`config.mk`:
```
export PLATFORM = sky130hd
export DESIGN_NAME = clksel_seq
export DESIGN_NICKNAME = d
export VERILOG_FILES = /design/src/rtl/clksel_pkg.sv /design/src/rtl/clksel_arb.sv /design/src/rtl/clksel_decode.sv /design/src/rtl/clksel_settle.sv /design/src/rtl/clksel_seq.sv
export SDC_FILE = /design/constraint.sdc
export NUM_CORES = 1
export LEC_CHECK = 0
export BUFFER_PORTS_ARGS = -buffer_cell sky130_fd_sc_hd__buf_2
export CAP_MARGIN = 40
export CORE_ASPECT_RATIO = 1.25
export CORE_MARGIN = 8
export CORE_UTILIZATION = 50
export DETAILED_ROUTE_END_ITERATION = 16
export PLACE_DENSITY = 0.69
export REMOVE_ABC_BUFFERS = 1
export SKIP_CTS_REPAIR_TIMING = 1
export SLEW_MARGIN = 25
export SYNTH_ARGS = -nofsm -noshare
export SYNTH_HDL_FRONTEND = slang
export SYNTH_SLANG_ARGS = --single-unit
```
`constraint.sdc`:
```
create_clock -name clk -period 2.2 [get_ports clk]
set_input_delay 0.44 -clock clk [delete_from_list [all_inputs] [get_ports clk]]
set_output_delay 0.44 -clock clk [all_outputs]
set_load 0.01 [all_outputs]
```
`src/rtl/clksel_pkg.sv`:
```
// Package clksel_pkg
// Shared encodings for the clock source selection sequencer.
// Assumes a three-bit request code and a four-way clock multiplexer.
package clksel_pkg;

    // Clock multiplexer select values
    typedef enum logic [1:0] {
        MUX_SYS  = 2'd0,
        MUX_32K  = 2'd1,
        MUX_OSC1 = 2'd2,
        MUX_OSC2 = 2'd3
    } mux_sel_e;

    // Request codes
    localparam logic [2:0] SRC_SYS     = 3'd0;
    localparam logic [2:0] SRC_32K     = 3'd1;
    localparam logic [2:0] SRC_OSC1    = 3'd2;
    localparam logic [2:0] SRC_OSC2_LO = 3'd3;
    localparam logic [2:0] SRC_OSC2_HI = 3'd4;

    // Sequencer states
    typedef enum logic [2:0] {
        ST_IDLE,
        ST_PARK_DIV,
        ST_PARK_SEL,
        ST_TRIM,
        ST_SETTLE,
        ST_DIV,
        ST_SEL
    } seq_state_e;

    // Decoded switch target
    typedef struct packed {
        mux_sel_e sel;
        logic     div2;
        logic     park;
        logic     trim_hi;
    } target_t;

endpackage

```
`src/rtl/clksel_arb.sv`:
```
// Module clksel_arb
// Picks which request to take this cycle: suspend, then resume, then a plain
// source request. Takes nothing unless the sequencer is idle.
// Assumes the events are single-cycle strobes. An event that arrives while
// the sequencer is busy is dropped, not held.
module clksel_arb (
    input  logic       idle,
    input  logic       req_valid,
    input  logic [2:0] req_src,
    input  logic       suspend_evt,
    input  logic       resume_evt,
    output logic       take,
    output logic [2:0] code
);
    import clksel_pkg::*;

    // Priority select of the winning request code
    always_comb begin
        if (suspend_evt)      code = SRC_32K;
        else if (resume_evt)  code = SRC_OSC2_HI;
        else                  code = req_src;
    end

    // A request is taken only when the sequencer is idle
    assign take = idle && (suspend_evt || resume_evt || req_valid);

endmodule

```
`src/rtl/clksel_decode.sv`:
```
// Module clksel_decode
// Maps a request code to the mux select, the divider, whether the switch must
// park and reload trim, and which trim word to reload.
// Assumes every code outside 0..4 falls back to the system clock.
module clksel_decode (
    input  logic [2:0]          code,
    output clksel_pkg::target_t tgt
);
    import clksel_pkg::*;

    // Target lookup per request code
    always_comb begin
        tgt = '{sel: MUX_SYS, div2: 1'b0, park: 1'b0, trim_hi: 1'b0};
        case (code)
            SRC_SYS:     tgt.sel = MUX_SYS;
            SRC_32K:     tgt.sel = MUX_32K;
            SRC_OSC1:    tgt.sel = MUX_OSC1;
            SRC_OSC2_LO: begin
                tgt.sel  = MUX_OSC2;
                tgt.div2 = 1'b1;
                tgt.park = 1'b1;
            end
            SRC_OSC2_HI: begin
                tgt.sel     = MUX_OSC2;
                tgt.park    = 1'b1;
                tgt.trim_hi = 1'b1;
            end
            default:     tgt.sel = MUX_SYS;
        endcase
    end

endmodule

```
`src/rtl/clksel_settle.sv`:
```
// Module clksel_settle
// Down-counter that times the settle interval after a trim reload.
// Loading it starts an interval of CYCLES ticks. done is high on the last tick.
// Assumes CYCLES >= 1 and that the sequencer ticks it only while it waits.
module clksel_settle #(
    parameter int CYCLES = 2500
) (
    input  logic clk,
    input  logic rst_n,
    input  logic load,
    input  logic tick,
    output logic done
);
    localparam int W = (CYCLES > 1) ? $clog2(CYCLES) : 1;
    localparam logic [W-1:0] LOAD_VAL = W'(CYCLES - 1);

    logic [W-1:0] cnt;

    // Count register: reload on start, count down while waiting
    always_ff @(posedge clk) begin
        if (!rst_n)               cnt <= '0;
        else if (load)            cnt <= LOAD_VAL;
        else if (tick && cnt != 0) cnt <= cnt - 1'b1;
    end

    assign done = (cnt == '0);

    // the count never leaves the loaded range
    a_r6_count_in_range: assert property (@(posedge clk) disable iff (!rst_n)
        cnt <= LOAD_VAL);

    // a tick that does not finish moves the count down by exactly one
    a_r6_count_steps: assert property (@(posedge clk) disable iff (!rst_n)
        (tick && !load && cnt != 0) |=> cnt == $past(cnt) - 1'b1);

endmodule

```
`src/rtl/clksel_seq.sv`:
```
// Module clksel_seq
// Clock source selection sequencer. It turns source requests and
// suspend/resume events into ordered writes of the divider and mux select.
// For oscillator 2 it first parks on the system clock, reloads trim and
// waits out a settle interval.
// Assumes the clock mux cells and the oscillators act on these selects
// outside this block.
module clksel_seq #(
    parameter int CLK_MHZ   = 50,
    parameter int SETTLE_US = 50
) (
    input  logic       clk,
    input  logic       rst_n,
    input  logic       req_valid,
    input  logic [2:0] req_src,
    input  logic       suspend_evt,
    input  logic       resume_evt,
    input  logic       trim_ready,
    output logic [1:0] mux_sel,
    output logic       div2_sel,
    output logic       trim_reload,
    output logic       trim_hi,
    output logic       busy
);
    import clksel_pkg::*;

    localparam int SETTLE_CYCLES = (CLK_MHZ * SETTLE_US > 0) ? CLK_MHZ * SETTLE_US : 1;

    seq_state_e state;
    mux_sel_e   mux_q;
    logic       div_q;
    logic       trim_hi_q;
    mux_sel_e   tgt_sel_q;
    logic       tgt_div_q;

    logic       take;
    logic [2:0] code;
    target_t    dec;
    logic       settle_done;

    clksel_arb u_arb (
        .idle        (state == ST_IDLE),
        .req_valid   (req_valid),
        .req_src     (req_src),
        .suspend_evt (suspend_evt),
        .resume_evt  (resume_evt),
        .take        (take),
        .code        (code)
    );

    clksel_decode u_dec (
        .code (code),
        .tgt  (dec)
    );

    clksel_settle #(.CYCLES(SETTLE_CYCLES)) u_settle (
        .clk   (clk),
        .rst_n (rst_n),
        .load  (state == ST_TRIM && trim_ready),
        .tick  (state == ST_SETTLE),
        .done  (settle_done)
    );

    // Sequencer state and the select and divider registers it owns
    always_ff @(posedge clk) begin
        if (!rst_n) begin
            state     <= ST_IDLE;
            mux_q     <= MUX_SYS;
            div_q     <= 1'b0;
            trim_hi_q <= 1'b0;
            tgt_sel_q <= MUX_SYS;
            tgt_div_q <= 1'b0;
        end else begin
            case (state)
                ST_IDLE: if (take) begin
                    tgt_sel_q <= dec.sel;
                    tgt_div_q <= dec.div2;
                    if (dec.park) trim_hi_q <= dec.trim_hi;
                    state <= dec.park ? ST_PARK_DIV : ST_DIV;
                end
                ST_PARK_DIV: begin
                    div_q <= 1'b0;
                    state <= ST_PARK_SEL;
                end
                ST_PARK_SEL: begin
                    mux_q <= MUX_SYS;
                    state <= ST_TRIM;
                end
                ST_TRIM:   if (trim_ready)  state <= ST_SETTLE;
                ST_SETTLE: if (settle_done) state <= ST_DIV;
                ST_DIV: begin
                    div_q <= tgt_div_q;
                    state <= ST_SEL;
                end
                ST_SEL: begin
                    mux_q <= tgt_sel_q;
                    state <= ST_IDLE;
                end
                default: state <= ST_IDLE;
            endcase
        end
    end

    assign mux_sel     = mux_q;
    assign div2_sel    = div_q;
    assign trim_reload = (state == ST_TRIM);
    assign trim_hi     = trim_hi_q;
    assign busy        = (state != ST_IDLE);

    // the divider never moves on the same edge as the select
    a_r3_div_before_sel: assert property (@(posedge clk) disable iff (!rst_n)
        !$stable(mux_q) |-> $stable(div_q));

    // oscillator 2 is only ever entered from the parked system clock
    a_r4_osc2_from_sys: assert property (@(posedge clk) disable iff (!rst_n)
        (!$stable(mux_q) && mux_q == MUX_OSC2) |-> $past(mux_q) == MUX_SYS);

    // trim reload is requested only while parked on system clock at divide-by-1
    a_r5_reload_parked: assert property (@(posedge clk) disable iff (!rst_n)
        trim_reload |-> (mux_q == MUX_SYS && !div_q));

    // at rest, every source other than oscillator 2 runs at divide-by-1
    a_r2_div1_at_rest: assert property (@(posedge clk) disable iff (!rst_n)
        (!busy && mux_q != MUX_OSC2) |-> !div_q);

    // a request seen while busy leaves the stored target untouched
    a_r9_busy_holds_target: assert property (@(posedge clk) disable iff (!rst_n)
        ($past(busy) && busy) |-> ($stable(tgt_sel_q) && $stable(tgt_div_q)));

endmodule

```
==> results of run 1 <==
-- metrics by stage --
stage | instances | utilization (%) | power [mW] | area [um^2] | hold WS, ns
after floorplan | 133 | - | 1.39 | 1160 | 0.437
after global placement | 178 | 57.5 | 1.57 | 1270 | 0.442
after detailed placement | 178 | 57.5 | 1.59 | 1270 | 0.452
after CTS | 182 | 59.1 | 1.81 | 1310 | 0.356
after global routing | 182 | 59.1 | 1.96 | 1310 | 0.357
final | 182 | 59.1 | 1.80 | 1310 | 0.370
-- state kept, by name (all words and copies together) (netlist names) --
| signal | count |
|---|---|
| state | 3 |
| div2_sel | 1 |
| tgt_div_q | 1 |
| u_settle.cnt | 12 |
| mux_sel | 2 |
| tgt_sel_q | 2 |
| trim_hi | 1 |
-- cell type report --
type	count	area, um^2
inverter	6	22.5
tap	31	38.8
clock buffer	4	36.3
fill	213	903
multi-input combinational	105	699
timing repair buffer	14	70.1
sequential	22	440
-- path summary, 6_finish.rpt --
path	endpoint	slack (ns)
hold reg to reg	mux_sel[0]	0.46
setup reg to reg	u_settle.cnt[8]	0.30
setup / recovery	u_settle.cnt[8]	0.30
hold / removal	state[0]	0.37
-- report_power, final --
group	total, mW	internal [mW]	switching (mW)
Combinational	0.880	0.390	0.490
Sequential	0.700	0.523	0.177
Clock	0.220	0.101	0.119
-- per-layer routing --
layer | global-route usage (%) | vias up | wire length [um]
met5 | 0 | - | 0
met4 | 4.79 | 0 | 22
met3 | 2.01 | 2 | 52
met2 | 21.9 | 14 | 1210
met1 | 14.8 | 504 | 1180
li1 | - | 547 | -
-- critical path: stages, from the launching register on --
cell and delay [ns]:
sky130_fd_sc_hd__dfxtp_1 0.55, sky130_fd_sc_hd__nor3b_4 0.39, sky130_fd_sc_hd__nand3_1 0.21, sky130_fd_sc_hd__or4_1 0.51, sky130_fd_sc_hd__a31oi_1 0.17
-- cell usage in the layout (no fill, tap or decap), types with 3 or more instances in the layout --
| cell type | n |
|---|---|
| sky130_fd_sc_hd__inv_1 | 6 |
| sky130_fd_sc_hd__o21ai_0 | 8 |
| sky130_fd_sc_hd__dfxtp_1 | 22 |
| sky130_fd_sc_hd__or4_1 | 5 |
| sky130_fd_sc_hd__or3_2 | 3 |
| sky130_fd_sc_hd__o31ai_1 | 4 |
| sky130_fd_sc_hd__nor2_1 | 9 |
| sky130_fd_sc_hd__nand3_1 | 5 |
| sky130_fd_sc_hd__nand2_1 | 10 |
| sky130_fd_sc_hd__nor2b_1 | 3 |
| sky130_fd_sc_hd__clkbuf_4 | 3 |
| sky130_fd_sc_hd__buf_2 | 14 |
| sky130_fd_sc_hd__or3_1 | 7 |
| sky130_fd_sc_hd__a31oi_1 | 4 |
| sky130_fd_sc_hd__a21oi_1 | 10 |
-- cells by family after synthesis --
group | after synthesis | share of synthesized area, %
buffers and inverters | 11 | 3.60
and+or+nand+nor | 61 | 31.4
muxes | 2 | 1.69
adders and majority gates | 2 | 2.12
AOI/OAI and AO/OA | 39 | 23.2
xor gates and xnor gates | 1 | 0.741
DFF | 22 | 37.2
==> impl_metrics.toml, run 1 <==
[outcome]
outcome = "complete, no violations"

[timing]
tns_ns = 0
layout_worst_path_cycle_share_pct = 86.2
skew_ns = 0.00476
timing.final.setup_violations = 0
grt_setup_unrepaired = "no"
max_clock_freq_ghz = 0.527
post-route-min-period_ns = 1.90
finalMaxSlewViolations = 0
fin_ws_ns = 0.304
timing.slew.headroom_pct = 66.3
final_hold_viol_count = 0
max_slew.worst_pin.slew_ns = 0.504

[critical_path]
worst-r2r-cell-count = 4
crit-reg2reg-launch = "state[2]"
critical_path_arrival_ns = 2.13
end_kind = "register"
critPathLaunchType = "register"
worst_setup_path_startpoint = "state[2]"
worstPathMaxFanout = 13
worstSetupPathType = "reg -> reg"
required_ns = 2.44

[logic_synthesis]
synthTopCellsByArea = "sky130_fd_sc_hd__dfxtp_1, sky130_fd_sc_hd__a21oi_1, sky130_fd_sc_hd__or3_1"
post-synth-top-area-cell = "sky130_fd_sc_hd__dfxtp_1"
synth_seq_cells = 22
yosys_warnings = 0
synthCells = 138
synth_most_common_cell = "sky130_fd_sc_hd__dfxtp_1"
synth_area_um2 = 1180
yosys.cell_types.count = 44
async_flop_share_pct = 0
syn_area_per_cell_um2 = 8.57
synth_enable_flop_cells = 0
area_share_of_the_largest_cell_type_after_synthesis_pct = 37.2
ys.flop_type = "sky130_fd_sc_hd__dfxtp_1"
synth_commonest_cells = "sky130_fd_sc_hd__dfxtp_1, sky130_fd_sc_hd__a21oi_1, sky130_fd_sc_hd__nand2_1, sky130_fd_sc_hd__nor2_1, sky130_fd_sc_hd__o21ai_0"
synth-seq-area-share_pct = 37.2

[clock_network]
clock_insertion_delay_worst_skew_ns = 0.30
clock_tree.root_cell = "sky130_fd_sc_hd__clkbuf_4"
cts.sink_count = 22
cts_tree = "built"
cts_made_buffers = 3
htree_num_levels = 1
clkSlewWorstSetupHoldPaths_ns = 0.12
clockBufferDepth = 2

[global_route]
maximum_number_of_pins_on_one_net_before_global_route_repair = 17
first_global_vias = 1049
initial_antenna_violation_count = 0
overflow = 0
track_usage_pct = 12.7
global_route_wire_length_before_repair_um = 4330

[power]
p_leak_nw = 0.513
power.density_cell_area_nw_per_um2 = 1380
irDropWorstVdd_mv = 0.706

[routing]
post_route_ant_nets = 0
detail_route.drc_violations = 0
dr_total_vias = 1067
drt_first_iter_violations = 33
detail_route.wirelength_um = 2470
routed_via_density = 5.86
drt_pass1_iterations = 4
wire_per_inst_um = 13.6

[placed_design]
port_buffers = 14
total_half_perimeter_wirelength_after_legalization_and_detailed_placement_um = 1870
place_worst_setup_slack_ns = 0.318
gp_congestion = 0.818

[worst_hold_path]
hp-class = "in -> reg"
min_from = "trim_ready"
holdPathStages = 2

[finish]
final_nets = 163
final_layout_size_suffix_gt1_share_pct = 18.5
insertedDiodeCount = 0
syn2layout_area_growth_pct = 10.6

[floorplan]
die_wd_um = 59.5
core_um2 = 2210
top_level_ports = 15
site_rows = 19
die_height_um = 70.4
floorplan.initialDensity_pct = 53.5
dieArea_um2 = 4190

[flow_run]
max_cap_viol_count = 0
(Power assumes the default switching activity.)
==> run 2, diff against run 1 <==
CORE_ASPECT_RATIO = unset   (was 1.25)
PLACE_DENSITY = 0.78   (was 0.69)
==> run 2 against run 1 <==
Compared with the run above:
- utilization barely moved
- combinational power rose by 2%
- critical path depth did not move
- sequential power rose by 2%
- total power rose by 6.9%
- register-to-register slack barely moved
- critical endpoint unchanged
==> impl_metrics.toml, run 2 (same netlist as run 1, synthesis figures left out) <==
[power]
switching_part_of_the_total_pct = 43.0
part_of_the_total_power_dissipated_in_the_clock_network_pct = 16.2
power.share.sequential_pct = 37.1
netSwitchingPower_mw = 0.827
power.internal_mw = 1.10
combinationalPowerShare_pct = 46.8
p_leak_nw = 0.520
irDropWorstVdd_mv = 1.06
power.density_cell_area_nw_per_um2 = 1460
total_power_mw = 1.92

[finish]
final_core_util_pct = 59.1
insertedDiodeCount = 0
final_nets = 163
syn2layout_area_growth_pct = 11.6
final_layout_size_suffix_gt1_share_pct = 18.5
layout.cells.most_common = "sky130_fd_sc_hd__dfxtp_1"
top_library_cells_by_usage_in_the_layout_fill_and_taps_aside = "sky130_fd_sc_hd__dfxtp_1, sky130_fd_sc_hd__buf_2, sky130_fd_sc_hd__nand2_1, sky130_fd_sc_hd__a21oi_1, sky130_fd_sc_hd__nor2_1"
regMostFlops = "u_settle.cnt"
num-fill-cells = 195
largest_register_ff_count = 12
ff_latch_area_um2 = 440
multiInputGateArea_um2 = 699
largestRegisters = "u_settle.cnt: 12 flops, state: 3 flops"
layout.cells.non_filler = 179

[floorplan]
die_height_um = 64.6
site_rows = 17
dieArea_um2 = 4180
core_um2 = 2230
top_level_ports = 15
floorplan.initialDensity_pct = 52.9
die_wd_um = 64.6

[routing]
detail_route.drc_violations = 0
drt_pass1_iterations = 4
routed_via_density = 6.15
post_route_ant_nets = 0
dr_total_vias = 1100
drt_first_iter_violations = 37
wire_per_inst_um = 15.0
detail_route.wirelength_um = 2690

[critical_path]
critical_path_arrival_ns = 2.15
required_ns = 2.45
worstSetupPathType = "reg -> reg"
worstPathMaxFanout = 13
crit-reg2reg-launch = "state[2]"
rrSetupSlack_ns = 0.30
worst_setup_path_startpoint = "state[2]"
worst_setup_path_endpoint = "u_settle.cnt[8]"
critPathLaunchType = "register"
worst-r2r-cell-count = 4
end_kind = "register"
reg2reg_to = "u_settle.cnt[8]"

[clock_network]
clockBufferDepth = 2
cts_made_buffers = 3
cts.sink_count = 22
clkSlewWorstSetupHoldPaths_ns = 0.13
clock_insertion_delay_worst_skew_ns = 0.31
clock_tree.root_cell = "sky130_fd_sc_hd__clkbuf_4"
htree_num_levels = 1
cts_tree = "built"

[timing]
post-route-min-period_ns = 1.90
grt_setup_unrepaired = "no"
layout_worst_path_cycle_share_pct = 86.5
timing.slew.headroom_pct = 65.7
timing.final.setup_violations = 0
max_slew.worst_pin.slew_ns = 0.513
max_clock_freq_ghz = 0.526
skew_ns = 0.00434
tns_ns = 0
finalMaxSlewViolations = 0
hold_ws_ns = 0.351
final_hold_viol_count = 0

[global_route]
track_usage_pct = 13.4
first_global_vias = 1075
initial_antenna_violation_count = 0
global_route_wire_length_before_repair_um = 4640
overflow = 0
maximum_number_of_pins_on_one_net_before_global_route_repair = 17

[placed_design]
gp_congestion = 0.849
total_half_perimeter_wirelength_after_legalization_and_detailed_placement_um = 2000
port_buffers = 14
numPlacedInstances = 175

[flow_run]
max_cap_viol_count = 0

[worst_hold_path]
hp-class = "in -> reg"

[outcome]
outcome = "complete, no violations"
==> run 2: changes by cell type in the layout (fill, tap and decap cells not counted), sizes merged <==
cell | before | now
bufinv | 0 | 1
clkbuf | 4 | 3
==> run 2: worst min-delay path by stage <==
stage	from	to	cells past startpoint
2_1_floorplan	tgt_sel_q[1]	tgt_sel_q[1]	2
3_3_place_gp	mux_sel[1]	mux_sel[1]	2
3_5_place_dp	mux_sel[0]	mux_sel[0]	2
4_1_cts	trim_ready	state[0]	2
5_1_grt	trim_ready	state[0]	2
6_report	trim_ready	state[0]	2
==> run 2: worst max-delay path, stage by stage (launching register included) <==
cell                      delay (ns)
sky130_fd_sc_hd__dfxtp_1        0.56
sky130_fd_sc_hd__nor3b_4        0.40
sky130_fd_sc_hd__nand3_1        0.21
sky130_fd_sc_hd__or4_1          0.50
sky130_fd_sc_hd__a31oi_1        0.17
==> run 2: cell type report <==
cell class	count	share of cell area, %
Clock buffer	3	1.71
Clock inverter	1	2.27
Inverter	6	1.71
Multi-Input combinational cell	105	53.0
Sequential cell	22	33.4
Tap cell	28	2.65
Timing Repair Buffer	14	5.31
==> run 2: routing by layer <==
metal | up-vias | track usage [%] | share of wire [%]
met5 | - | 0 | 0
met4 | 0 | 5.45 | 1.0
met1 | 524 | 15.4 | 45
li1 | 545 | - | -
met3 | 4 | 3.61 | 4.2
met2 | 27 | 22.9 | 50
==> run 2: power by group through the flow <==
stage	combinational [mW]	clock (mW)	sequential, mW
finish	0.900	0.311	0.713
global route	0.998	0.337	0.737
CTS	0.889	0.315	0.706
detailed placement	0.883	0	0.716
global placement	0.850	0	0.701
floorplan	0.716	0	0.669
==> run 2: through the flow <==
| stage | instance area, um^2 | setup WS [ns] |
|---|---|---|
| floorplan | 1160 | 0.481 |
| global placement | 1270 | 0.419 |
| detailed placement | 1270 | 0.347 |
| CTS | 1320 | 0.306 |
| global route | 1320 | 0.174 |
| finish | 1320 | 0.298 |
